$ cat config.mk
export PLATFORM = sky130hd
export DESIGN_NAME = pri_rot_resolver
export DESIGN_NICKNAME = d
export VERILOG_FILES = /design/src/rtl/pri_rot_pkg.sv /design/src/rtl/pri_rank_enc.sv /design/src/rtl/pri_base_reg.sv /design/src/rtl/pri_rot_resolver.sv
export SDC_FILE = /design/constraint.sdc
export NUM_CORES = 1
export LEC_CHECK = 0
export ABC_AREA = 1
export BUFFER_PORTS_ARGS = -buffer_cell sky130_fd_sc_hd__buf_4
export CORE_MARGIN = 5
export CORE_UTILIZATION = 46
export DETAILED_ROUTE_END_ITERATION = 8
export PLACE_DENSITY = 0.77
export SYNTH_ARGS = -nofsm -noshare
export SYNTH_HDL_FRONTEND = slang
export SYNTH_SLANG_ARGS = --single-unit
$ cat constraint.sdc
create_clock -name clk -period 2.8 [get_ports clk]
set_clock_uncertainty 0.2 [all_clocks]
set_input_delay 0.14 -clock clk [delete_from_list [all_inputs] [get_ports clk]]
set_output_delay 0.14 -clock clk [all_outputs]
set_load 0.01 [all_outputs]
$ cat src/rtl/pri_rot_pkg.sv
package pri_rot_pkg;
  // number of lines must be a power of two so the rank wraps by truncation
  localparam int unsigned PRI_LINES = 8;
  localparam int unsigned PRI_LW    = $clog2(PRI_LINES);
  localparam int unsigned PRI_RW    = PRI_LW + 1;

  typedef logic [PRI_LINES-1:0] pri_vec_t;
  typedef logic [PRI_LW-1:0]    pri_line_t;
  typedef logic [PRI_RW-1:0]    pri_rank_t;

  typedef enum logic [1:0] {
    BASE_HOLD    = 2'd0,
    BASE_SERVICE = 2'd1,
    BASE_SETPRI  = 2'd2
  } base_op_e;

  // out[r] is the bit of the line that sits at rank r
  function automatic pri_vec_t rotate_to_base(pri_vec_t v, pri_line_t b);
    pri_vec_t  o;
    pri_line_t idx;
    o = '0;
    for (int r = 0; r < PRI_LINES; r++) begin
      idx  = pri_line_t'(b + pri_line_t'(r));
      o[r] = v[idx];
    end
    return o;
  endfunction

  // lowest set position, PRI_LINES when empty
  function automatic pri_rank_t first_set(pri_vec_t v);
    pri_rank_t rk;
    rk = pri_rank_t'(PRI_LINES);
    for (int r = PRI_LINES - 1; r >= 0; r--) begin
      if (v[r]) rk = pri_rank_t'(r);
    end
    return rk;
  endfunction

  function automatic pri_line_t rank_to_line(pri_rank_t rk, pri_line_t b);
    return pri_line_t'(rk[PRI_LW-1:0] + b);
  endfunction

  function automatic pri_line_t line_after(pri_line_t l);
    return pri_line_t'(l + pri_line_t'(1));
  endfunction
endpackage

$ cat src/rtl/pri_rank_enc.sv
module pri_rank_enc
  import pri_rot_pkg::*;
(
  input  pri_vec_t  vec_in,
  input  pri_line_t base_in,
  output pri_rank_t rank_out
);
  pri_vec_t rotated;

  always_comb begin
    rotated  = rotate_to_base(vec_in, base_in);
    rank_out = first_set(rotated);
  end
endmodule

$ cat src/rtl/pri_base_reg.sv
module pri_base_reg
  import pri_rot_pkg::*;
(
  input  logic      clk,
  input  logic      rst_n,
  input  logic      svc_load,
  input  pri_line_t svc_line,
  input  logic      set_load,
  input  pri_line_t set_val,
  output pri_line_t base_q
);
  base_op_e  base_op;
  pri_line_t base_d;

  always_comb begin
    if (set_load)      base_op = BASE_SETPRI;
    else if (svc_load) base_op = BASE_SERVICE;
    else               base_op = BASE_HOLD;
  end

  always_comb begin
    case (base_op)
      BASE_SETPRI:  base_d = line_after(set_val);
      BASE_SERVICE: base_d = line_after(svc_line);
      default:      base_d = base_q;
    endcase
  end

  always_ff @(posedge clk or negedge rst_n) begin
    if (!rst_n) base_q <= '0;
    else        base_q <= base_d;
  end


  setpri_next_chk: assert property (@(posedge clk) disable iff (!rst_n)
    set_load |=> (base_q == pri_line_t'($past(set_val) + 3'd1)));


  service_next_chk: assert property (@(posedge clk) disable iff (!rst_n)
    (svc_load && !set_load) |=> (base_q == pri_line_t'($past(svc_line) + 3'd1)));


  base_hold_chk: assert property (@(posedge clk) disable iff (!rst_n)
    (!svc_load && !set_load) |=> $stable(base_q));
endmodule

$ cat src/rtl/pri_rot_resolver.sv
module pri_rot_resolver
  import pri_rot_pkg::*;
#(
  parameter int unsigned CASC_LINE = 2
) (
  input  logic       clk,
  input  logic       rst_n,
  input  logic [7:0] pend_vec,
  input  logic [7:0] mask_vec,
  input  logic [7:0] insvc_vec,
  input  logic       nest_en,
  input  logic       is_master,
  input  logic       svc_rot_load,
  input  logic [2:0] svc_line,
  input  logic       setpri_load,
  input  logic [2:0] setpri_val,
  output logic       req_valid,
  output logic [2:0] req_line,
  output logic [2:0] rot_base
);
  localparam int unsigned N_ENC = 2;
  localparam int unsigned ENC_CAND = 0;
  localparam int unsigned ENC_ISV  = 1;

  pri_vec_t  cand_vec;
  pri_vec_t  isv_eff;
  logic      casc_ignored;
  pri_rank_t cand_rank;
  pri_rank_t isv_rank;
  pri_line_t base_q;

  pri_vec_t  enc_vec  [N_ENC];
  pri_rank_t enc_rank [N_ENC];

  always_comb begin
    cand_vec     = pend_vec & ~mask_vec;
    casc_ignored = nest_en & is_master;
    isv_eff      = insvc_vec;
    if (casc_ignored) isv_eff[CASC_LINE] = 1'b0;
  end

  assign enc_vec[ENC_CAND] = cand_vec;
  assign enc_vec[ENC_ISV]  = isv_eff;

  for (genvar g = 0; g < N_ENC; g++) begin : g_enc
    pri_rank_enc u_enc (
      .vec_in   (enc_vec[g]),
      .base_in  (base_q),
      .rank_out (enc_rank[g])
    );
  end

  assign cand_rank = enc_rank[ENC_CAND];
  assign isv_rank  = enc_rank[ENC_ISV];

  pri_base_reg u_base (
    .clk      (clk),
    .rst_n    (rst_n),
    .svc_load (svc_rot_load),
    .svc_line (svc_line),
    .set_load (setpri_load),
    .set_val  (setpri_val),
    .base_q   (base_q)
  );

  assign req_valid = (cand_rank < isv_rank);
  assign req_line  = rank_to_line(cand_rank, base_q);
  assign rot_base  = base_q;


  win_unmasked_chk: assert property (@(posedge clk) disable iff (!rst_n)
    req_valid |-> (pend_vec[req_line] && !mask_vec[req_line]));


  empty_quiet_chk: assert property (@(posedge clk) disable iff (!rst_n)
    ((pend_vec & ~mask_vec) == 8'h00) |-> !req_valid);


  no_tie_chk: assert property (@(posedge clk) disable iff (!rst_n)
    req_valid |-> !isv_eff[req_line]);


  idle_raise_chk: assert property (@(posedge clk) disable iff (!rst_n)
    ((isv_eff == '0) && (cand_vec != '0)) |-> req_valid);


  casc_count_chk: assert property (@(posedge clk) disable iff (!rst_n)
    !(nest_en && is_master) |-> (isv_eff == insvc_vec));
endmodule

* Word-level counts from Yosys, hierarchy flattened
Cells that the tools add are included.
** Storage, ports and cells
- Flip-flop bits (word level) :: 3
- Bits in latches :: 0
- Memory bits (writable) :: 0
- Memory bits (read-only) :: 0
- Input bits :: 36
- Output and inout port bits :: 7
- Logic and storage cells :: 78
- Memories kept :: 0
** Cells by class
- Add/sub/neg operators :: 10
- Multiply operators :: 0
- Div/mod/pow operators :: 0
- Order comparisons :: 9
- Eq/ne operators :: 2
- Shift operators :: 0
- Mux-type cells :: 52
- Bitwise operators :: 3
- Reduce and logical (&&, ||, !) cells :: 1
** Operators with widths (number)
- two-way mux 4 bit :: 16
- binary-select mux 1 bit (select 3 bit) :: 16
- < comparator 3 x 4 -> 1 bit, second input constant :: 8
- two-way mux 1 bit :: 18
- adder 3 bit, second input constant :: 4
- adder 3 x 1 -> 3 bit, second input constant :: 3
- AND 8 bit :: 1
- inverter 8 bit :: 1
- adder 3 x 2 -> 3 bit, second input constant :: 2
- case mux 3 bit (2 select lines) :: 1
- < comparator 4 bit :: 1
- adder 3 bit :: 1
- equality test 2 x 1 -> 1 bit, second input constant :: 1
- equality test 2 bit, second input constant :: 1
- two-way mux 2 bit :: 1
- nonzero test 2 bit :: 1
- AND 1 bit :: 1

* Longest topological paths before layout
Gate-level depths: netlist of run 1.
- Word-level depth :: 13
- Gate-level depth with buffers :: 21
- Depth with buffers taken out :: 18

* Modules after synthesis
Synthesis of run 1 repeated with hierarchy kept, for this count alone.
** Unflattened totals
- Cell total of the unflattened synthesis :: 263
- Area, all modules :: 1325.0 sq um
** Modules (own cells, without submodules)
- pri_rank_enc :: times used 2, cells each 95, area an instance 445.4 sq um, sequential area each 0.0 sq um
- pri_rot_resolver :: times used 1, cells each 44, area an instance 230.2 sq um, sequential area each 0.0 sq um
- pri_base_reg :: times used 1, cells each 29, area an instance 203.9 sq um, sequential area each 75.1 sq um

* Least setup slack after synthesis of run 1
Ideal clock, no wire load.
- Kind :: flip-flop to output port
- Start point :: register u_base.base_q[0]
- End point :: output port req_line[2]
- Arrival time :: 2884 ps
- Required time :: 2460 ps
- Path slack :: -424 ps
- Stages on the path, launching flop included :: 22
- Buffers on the path :: 3
- Path through :: dfrtp_1 -> buf_6 -> inv_6 -> buf_12 -> ha_1 -> buf_2 -> inv_2 -> nand3_1 -> nand3_1 -> nand2_1 -> nand2_1 -> nand2_1 -> nand2_1 -> nand2_1 -> nand2_1 -> nand2_1 -> nand2_1 -> inv_1 -> ha_1 -> fa_1 -> xor2_1 -> xor2_1
** On the way
- Longest elaborated chain between the ends :: 12
- Elaborated cells between the ends (all ways) :: 32
- Those cells by class :: add/sub: 8; mux: 24
** Ends and longest elaborated chain
- from (decl) :: RTL line pri_base_reg.sv:10 : output pri_line_t base_q
- from (signal assigned) :: RTL line pri_base_reg.sv:31 : else base_q <= base_d;
- adder 3 bit :: RTL line pri_rot_pkg.sv:23 : idx = pri_line_t'(b + pri_line_t'(r));
- binary-select mux 1 bit (select 3 bit) :: RTL line pri_rot_pkg.sv:24 : o[r] = v[idx];
- two-way mux 1 bit (implied by the code) :: RTL line pri_rot_pkg.sv:24
- two-way mux 4 bit (8 in series) :: RTL line pri_rot_pkg.sv:34 : if (v[r]) rk = pri_rank_t'(r);
- adder 3 bit * :: RTL line pri_rot_pkg.sv:40 : return pri_line_t'(rk[PRI_LW-1:0] + b);
- to (decl) :: RTL line pri_rot_resolver.sv:18 : output logic [2:0] req_line,
Mark *: on every way between the ends. The rest lies on a longest branch, timed or not. The select of a mux whose other input is x is not followed.

* Worst setup path after layout of run 1
Ends and elaborated chain as after synthesis.

==> flow_summary_export.csv, run 1 <==
group,metric,value,unit
sta,fmax,314,MHz
sta,period_needed,3190,ps
final_layout,drive_gt1_share,45.7,%
run_status,status,"complete, but fails checks",
floorplan,start_util,47.1,%
routing,antenna_left,0,
sta,finalCritPeriodShare,114,%
sta,setup_ws,-389,ps
global_route,first_global_vias,1630,
final_layout,syn2layout_area_growth,60.3,%
clock_network,cts_sinks,3,
setup_path,r2r_setup_slack,1720,ps
setup_path,r2r_cells,3,
setup_path,worstPathMaxFanout,6,
clock_network,clockRootBuffer,"clkbuf_4",
sta,fin_hold_ws,37.9,ps
clock_network,insertion_delay,230,ps
power,power.density,668,nW/um^2
setup_path,critPathLaunch,"u_base.base_q[0]",
final_layout,reg_top3,"u_base.base_q x3",
placed_design,portBuffers,42,
yosys,yosys.area_share.simple,50.6,%
global_route,grt_pass1_wl,6.58,mm
sta,maxSlewViolCount,0,
routing,viasPerCell,5.34,
yosys,synthDistinctLibCells,31,
floorplan,fp.dieW,62.7,um
placed_design,place.gp.congestion,0.862,
setup_path,worstSetupEndpoint,"req_line[2]",
clock_network,htree_num_levels,1,
routing,drtPass1Iterations,4,
setup_path,r2r-end,"u_base.base_q[0]",
yosys,synth_xor_area_share,7.65,%
placed_design,dp_hpwl,3.10,mm
floorplan,die_area,3930,sq um
run_status,violations,"negative setup slack",
routing,wire_per_inst,12.9,um
setup_path,path_class,"flip-flop to output port",
global_route,antenna_found_initial,0,
global_route,grt_usage,19.5,%
yosys,syn_inst,215,
setup_path,arrival,2850,ps
setup_path,end_kind,"output port",
floorplan,num_rows,19,
yosys,syn_avg_cell_area,5.94,sq um
yosys,syn_area,1280,sq um
final_layout,layout.nets,334,
setup_path,startpoint_type,"flip-flop",
floorplan,ios,43,
sta,relSlewSlack,76.6,%
clock_network,cts_buffers,3,
routing,post-route-drc-count,0,
power,leakage,1.09,nW
sta,setup_viol,3,
global_route,overflow,0,
clock_network,cts_buffer_depth,2,
power,totalPowerFinal,0.00137,W
final_layout,diodes,0,
power,irDropWorstVdd,0.678,mV
final_layout,layout_commonest_cell,"buf_4",
floorplan,die_y,62.7,um
yosys,synth_compound_area_share,10.7,%
clock_network,cts_tree,"done",
final_layout,largest_reg_flops,3,
routing,dr_total_vias,1710,
run,maxCapViolations,0,
sta,hold_viol_final,0,
yosys,synth_mux_area_share,3.33,%
yosys,ys_ff_latch,3,
routing,routed_wl,4.13,mm
final_layout,mostFrequentLayoutCells,"buf_4 (71), nand2_1 (68), nand3_1 (30), inv_1 (17), nand3_2 (16)",
global_route,grt_max_degree,16,
hold_path,holdCritPathClass,"input pin to async pin",
sta,rsz0062_at_grt,"true",
setup_path,cp.required,2460,ps
setup_path,r2r_start,"u_base.base_q[0]",
yosys,synth-adder-area-share,8.43,%
yosys,synth_nets,259,
sta,worstMarginPinSlew,350,ps
yosys,seq_area_frac_synth,5.88,%
floorplan,core,2710,sq um
yosys,synth_top_family_by_area,"simple AND/OR/NAND/NOR gates",
clock_network,clkTransAtPathRegs,40,ps
routing,drt-initial-drc-count,94,
yosys,yosysWarnings,0,
final_layout,regMostFlops,"u_base.base_q",
report_power, final:
part           total (W)  switching, W  internal (W)
clock          0.0000760     0.0000226     0.0000534
combinational    0.00123      0.000634      0.000597
sequential     0.0000611     0.0000104     0.0000507
total            0.00137      0.000667      0.000701
synthesized netlist by cell type (all sizes together):
cell type / n / area [sq um]
a31oi: 5 / 37.5
fa: 1 / 20.0
buf: 6 / 70.1
nor2: 12 / 52.6
o21ai: 12 / 67.6
a21o: 1 / 7.51
mux2i: 2 / 20.0
ha: 7 / 87.6
dfrtp: 3 / 75.1
mux2: 2 / 22.5
nand3: 51 / 285
xor2: 6 / 97.6
nand2: 75 / 292
or2: 1 / 6.26
a21oi: 4 / 23.8
inv: 25 / 101
nor3: 2 / 10.0
critical path: stages (launching register included):
cell,delay (ps)
dfrtp_2,430
inv_8,50
ha_4,300
inv_8,100
nand3_2,90
nand2_1,80
nor2_1,50
a31oi_2,170
nand2_1,80
nand2_1,60
nand2_1,70
nand2_2,80
inv_1,60
ha_2,180
fa_2,370
xor2_2,150
xor2_1,150
buf_4,140
layer usage:
| layer | routed length (um) | global-route usage, % | vias up |
|---|---|---|---|
| met5 | 0 | 0 | - |
| met4 | 151 | 6.10 | 0 |
| met3 | 252 | 1.80 | 18 |
| met2 | 2030 | 36.7 | 71 |
| met1 | 1700 | 22.7 | 761 |
| li1 | - | - | 860 |
metrics by stage:
step	TNS [ps]	std cells	area (sq um)	util [%]	worst slack, ps
5_1_grt	-1410	320	2050	75.5	-539
2_1_floorplan	-279	215	1330	-	-228
6_report	-923	320	2050	75.5	-389
3_3_place_gp	-67.6	304	1790	65.9	-40.0
4_1_cts	-557	316	1920	70.8	-267
3_5_place_dp	-174	304	1790	65.9	-87.9
logic make-up (layout without fill, tap and decap cells):
logic type                 count (synthesis)  in the layout
and+or+nand+nor                          141            141
buffers and inverters                     31            105
AOI/OAI and AO/OA                         22             22
adders and majority gates                  8              8
xor gates and xnor gates                   6              6
muxes                                      4              4
DFF                                        3              3
how the worst min path moves through the flow:
| stage | endpoint | slack [ps] | depth (start not counted) |
|---|---|---|---|
| 3_5_place_dp | u_base.base_q[2] | -270 | 1 |
| 3_3_place_gp | u_base.base_q[2] | -270 | 1 |
| 5_1_grt | u_base.base_q[1] | 70 | 2 |
| 6_report | u_base.base_q[1] | 40 | 2 |
| 2_1_floorplan | u_base.base_q[0] | -360 | 0 |
| 4_1_cts | u_base.base_q[1] | 30 | 2 |
final cells by class:
class                           count  area, sq um
Timing Repair Buffer               76          601
Clock buffer                        4         26.3
Sequential cell                     3         77.6
Fill cell                         225          664
Inverter                           25          111
Multi-Input combinational cell    181         1190
Tap cell                           31         38.8
what timing repair did:
action,4_1_cts,5_1_grt
resized for setup,10,19
pin swaps,1,4
endpoints found under the hold margin,3,0
hold buffers,1,0
setup buffers,7,4
endpoints found under the setup margin,3,3
(Power assumes the default switching activity.)
==> run 2, diff against run 1 <==
--- a/config.mk
+++ b/config.mk
@@ -8,9 +8,10 @@
 export ABC_AREA = 1
 export BUFFER_PORTS_ARGS = -buffer_cell sky130_fd_sc_hd__buf_4
 export CORE_MARGIN = 5
-export CORE_UTILIZATION = 46
+export CORE_UTILIZATION = 47
 export DETAILED_ROUTE_END_ITERATION = 8
-export PLACE_DENSITY = 0.77
+export PLACE_DENSITY = 0.78
 export SYNTH_ARGS = -nofsm -noshare
 export SYNTH_HDL_FRONTEND = slang
+export SYNTH_HIERARCHICAL = 1
 export SYNTH_SLANG_ARGS = --single-unit
==> flow_summary_export.csv, run 2 <==
group,metric,value,unit
run_status,status,"complete, but fails checks",
run_status,violations,"negative setup slack",
sta,hold_viol_final,0,
floorplan,die_y,63.1,um
placed_design,dpl.cell_count,342,
clock_network,clkTransAtPathRegs,40,ps
setup_path,arrival,2750,ps
sta,period_needed,3090,ps
yosys,yosysWarnings,6,
global_route,antenna_found_initial,0,
setup_path,end_kind,"output port",
placed_design,place.gp.congestion,0.880,
sta,setup_ws,-285,ps
floorplan,core,2730,sq um
yosys,ys_top_cells_by_count,"nand2_1 (109), nand3_1 (52), inv_1 (41), nor2_1 (15), ha_1 (9)",
yosys,syn_area,1330,sq um
floorplan,die_area,3980,sq um
final_layout,register_area,78.8,sq um
sta,relSlewSlack,74.1,%
clock_network,cts_buffer_depth,2,
final_layout,layout.nets,382,
hold_path,hp-start,"setpri_load",
routing,antenna_left,0,
setup_path,worstPathMaxFanout,8,
routing,dr_total_vias,1975,
setup_path,critPathLaunch,"u_base/base_q[0]",
sta,fmax,324,MHz
power,leakage,1.24,nW
global_route,first_global_vias,1793,
floorplan,start_util,48.5,%
yosys,synth_top_area_share,30.9,%
setup_path,r2r-end,"u_base/base_q[1]",
power,totalPowerFinal,0.00136,W
yosys,synthDistinctLibCells,22,
setup_path,r2r_setup_slack,1620,ps
global_route,grt_usage,20.1,%
clock_network,clockRootBuffer,"clkbuf_4",
yosys,synth-async-reset-ratio,100,%
yosys,synth.largest_area_cell,"nand2_1",
yosys,ys_top_cells_by_area,"nand2_1 (31%), nand3_1 (20%), inv_1 (12%)",
clock_network,cts_tree,"done",
final_layout,final_core_util,82.0,%
clock_network,cts_buffers,3,
power,irDropWorstVdd,0.700,mV
final_layout,layout.cells.non_filler,366,
final_layout,diodes,0,
setup_path,cp.required,2460,ps
floorplan,ios,43,
power,power.density,606,nW/um^2
floorplan,num_rows,19,
floorplan,fp.dieW,63.1,um
routing,viasPerCell,5.40,
run,maxCapViolations,0,
yosys,syn_avg_cell_area,5.04,sq um
sta,fin_hold_ws,14.0,ps
routing,routed_wl,5.09,mm
yosys,synthMostInstantiatedCell,"nand2_1",
sta,tns,-630,ps
global_route,grt_pass1_wl,6.96,mm
placed_design,portBuffers,42,
sta,rsz0062_at_grt,"true",
final_layout,multiInputGateArea,1360,sq um
yosys,syn_inst,263,
final_layout,mostFrequentLayoutCells,"nand2_1 (91), buf_4 (61), nand3_1 (32), inv_1 (31), nand2_2 (20)",
routing,wire_per_inst,13.9,um
global_route,grt_max_degree,12,
routing,drtPass1Iterations,4,
hold_path,holdCritPathClass,"input pin to flip-flop",
setup_path,path_class,"flip-flop to output port",
setup_path,r2r_cells,4,
routing,post-route-drc-count,0,
yosys,synth_edf_count,0,
yosys,ys_ff_latch,3,
sta,maxSlewViolCount,0,
sta,finalCritPeriodShare,110,%
final_layout,largest_reg_flops,3,
final_layout,regMostFlops,"u_base/base_q",
setup_path,r2r_start,"u_base/base_q[1]",
yosys,synthFlopType,"dfrtp_1",
final_layout,syn2layout_area_growth,69.1,%
final_layout,drive_gt1_share,45.7,%
routing,drt-initial-drc-count,110,
global_route,overflow,0,
sta,setup_viol,3,
clock_network,insertion_delay,230,ps
setup_path,worstSetupEndpoint,"req_line[1]",
yosys,seq_area_frac_synth,5.67,%
placed_design,dp_hpwl,2.94,mm
final_layout,n_fill_cell,173,
sta,worstMarginPinSlew,389,ps
yosys,synth_nets,309,
final_layout,layout_commonest_cell,"nand2_1",
clock_network,htree_num_levels,1,
clock_network,cts_sinks,3,
final_layout,reg_top3,"u_base/base_q x3",
setup_path,startpoint_type,"flip-flop",
run 2: changes by cell type after synthesis, sizes merged, moves of 2 or more:
cell | previous run | this run
o21ai | 12 | 7
nor2 | 12 | 15
nand2 | 75 | 112
buf | 6 | 2
a21boi | 0 | 3
xnor2 | 0 | 3
xor2 | 6 | 2
inv | 25 | 45
a31oi | 5 | 0
mux2i | 2 | 0
ha | 7 | 9
run 2: kinds of logic after synthesis:
kind of cell | synth area share [%]
and+or+nand+nor | 57.7
buffers and inverters | 14.3
AOI/OAI and AO/OA | 7.93
adders and majority gates | 10.0
xor gates and xnor gates | 3.31
DFF | 5.67
muxes | 1.13
run 2: worst min path at each step:
stage / cells after the start / endpoint
5_1_grt: 2 / u_base/base_q[2]
4_1_cts: 4 / u_base/base_q[1]
3_5_place_dp: 1 / u_base/base_q[2]
3_3_place_gp: 1 / u_base/base_q[2]
2_1_floorplan: 0 / u_base/base_q[0]
6_report: 4 / u_base/base_q[0]
run 2: metrics by stage:
step	area [sq um]	setup WS [ps]
floorplan	1330	35.0
global placement	1730	68.1
detailed placement	1730	-18.0
CTS	2020	-121
global route	2240	-404
finish	2240	-285
run 2: critical path, cell delays in order, from the launching register on:
cell and delay, ps:
dfrtp_2 450, inv_4 90, buf_4 160, nand2_1 140
nand3_4 120, nand3_2 80, nand2_1 100, nand2_1 60
nand2_1 60, nand2_1 60, nand2_1 60, nand2_1 60
a21oi_2 170, ha_2 190, inv_2 40, fa_2 530
inv_2 30, buf_6 110
run 2: timing repair:
| action | 4_1_cts | 5_1_grt |
|---|---|---|
| setup endpoints to repair | 3 | 3 |
| pin swaps | 16 | 24 |
| resized for setup | 36 | 49 |
| buffers inserted | 13 | 6 |
| endpoints found under the hold margin | 4 | 0 |
| hold buffers | 2 | 0 |
run 2: final cells by class:
type	instances	area share, %
sequential	3	3.52
timing repair buffer	70	24.8
inverter	45	8.21
multi-input combinational	213	60.5
clock buffer	4	1.17
tap	31	1.73
run 2: power by group:
group | leakage (nW) | internal [W] | total [W] | switching, W
sequential | 0.0325 | 0.0000507 | 0.0000721 | 0.0000215
combinational | 1.19 | 0.000543 | 0.00121 | 0.000666
clock | 0.0150 | 0.0000535 | 0.0000771 | 0.0000236
run 2: layer usage:
metal  track usage, %  share of wire, %  up-vias
li1                 -                 -      973
met2             36.4                53       82
met1             25.2                38      899
met3             1.78               4.7       21
met4             5.31               4.6        0
met5                0                 0        -
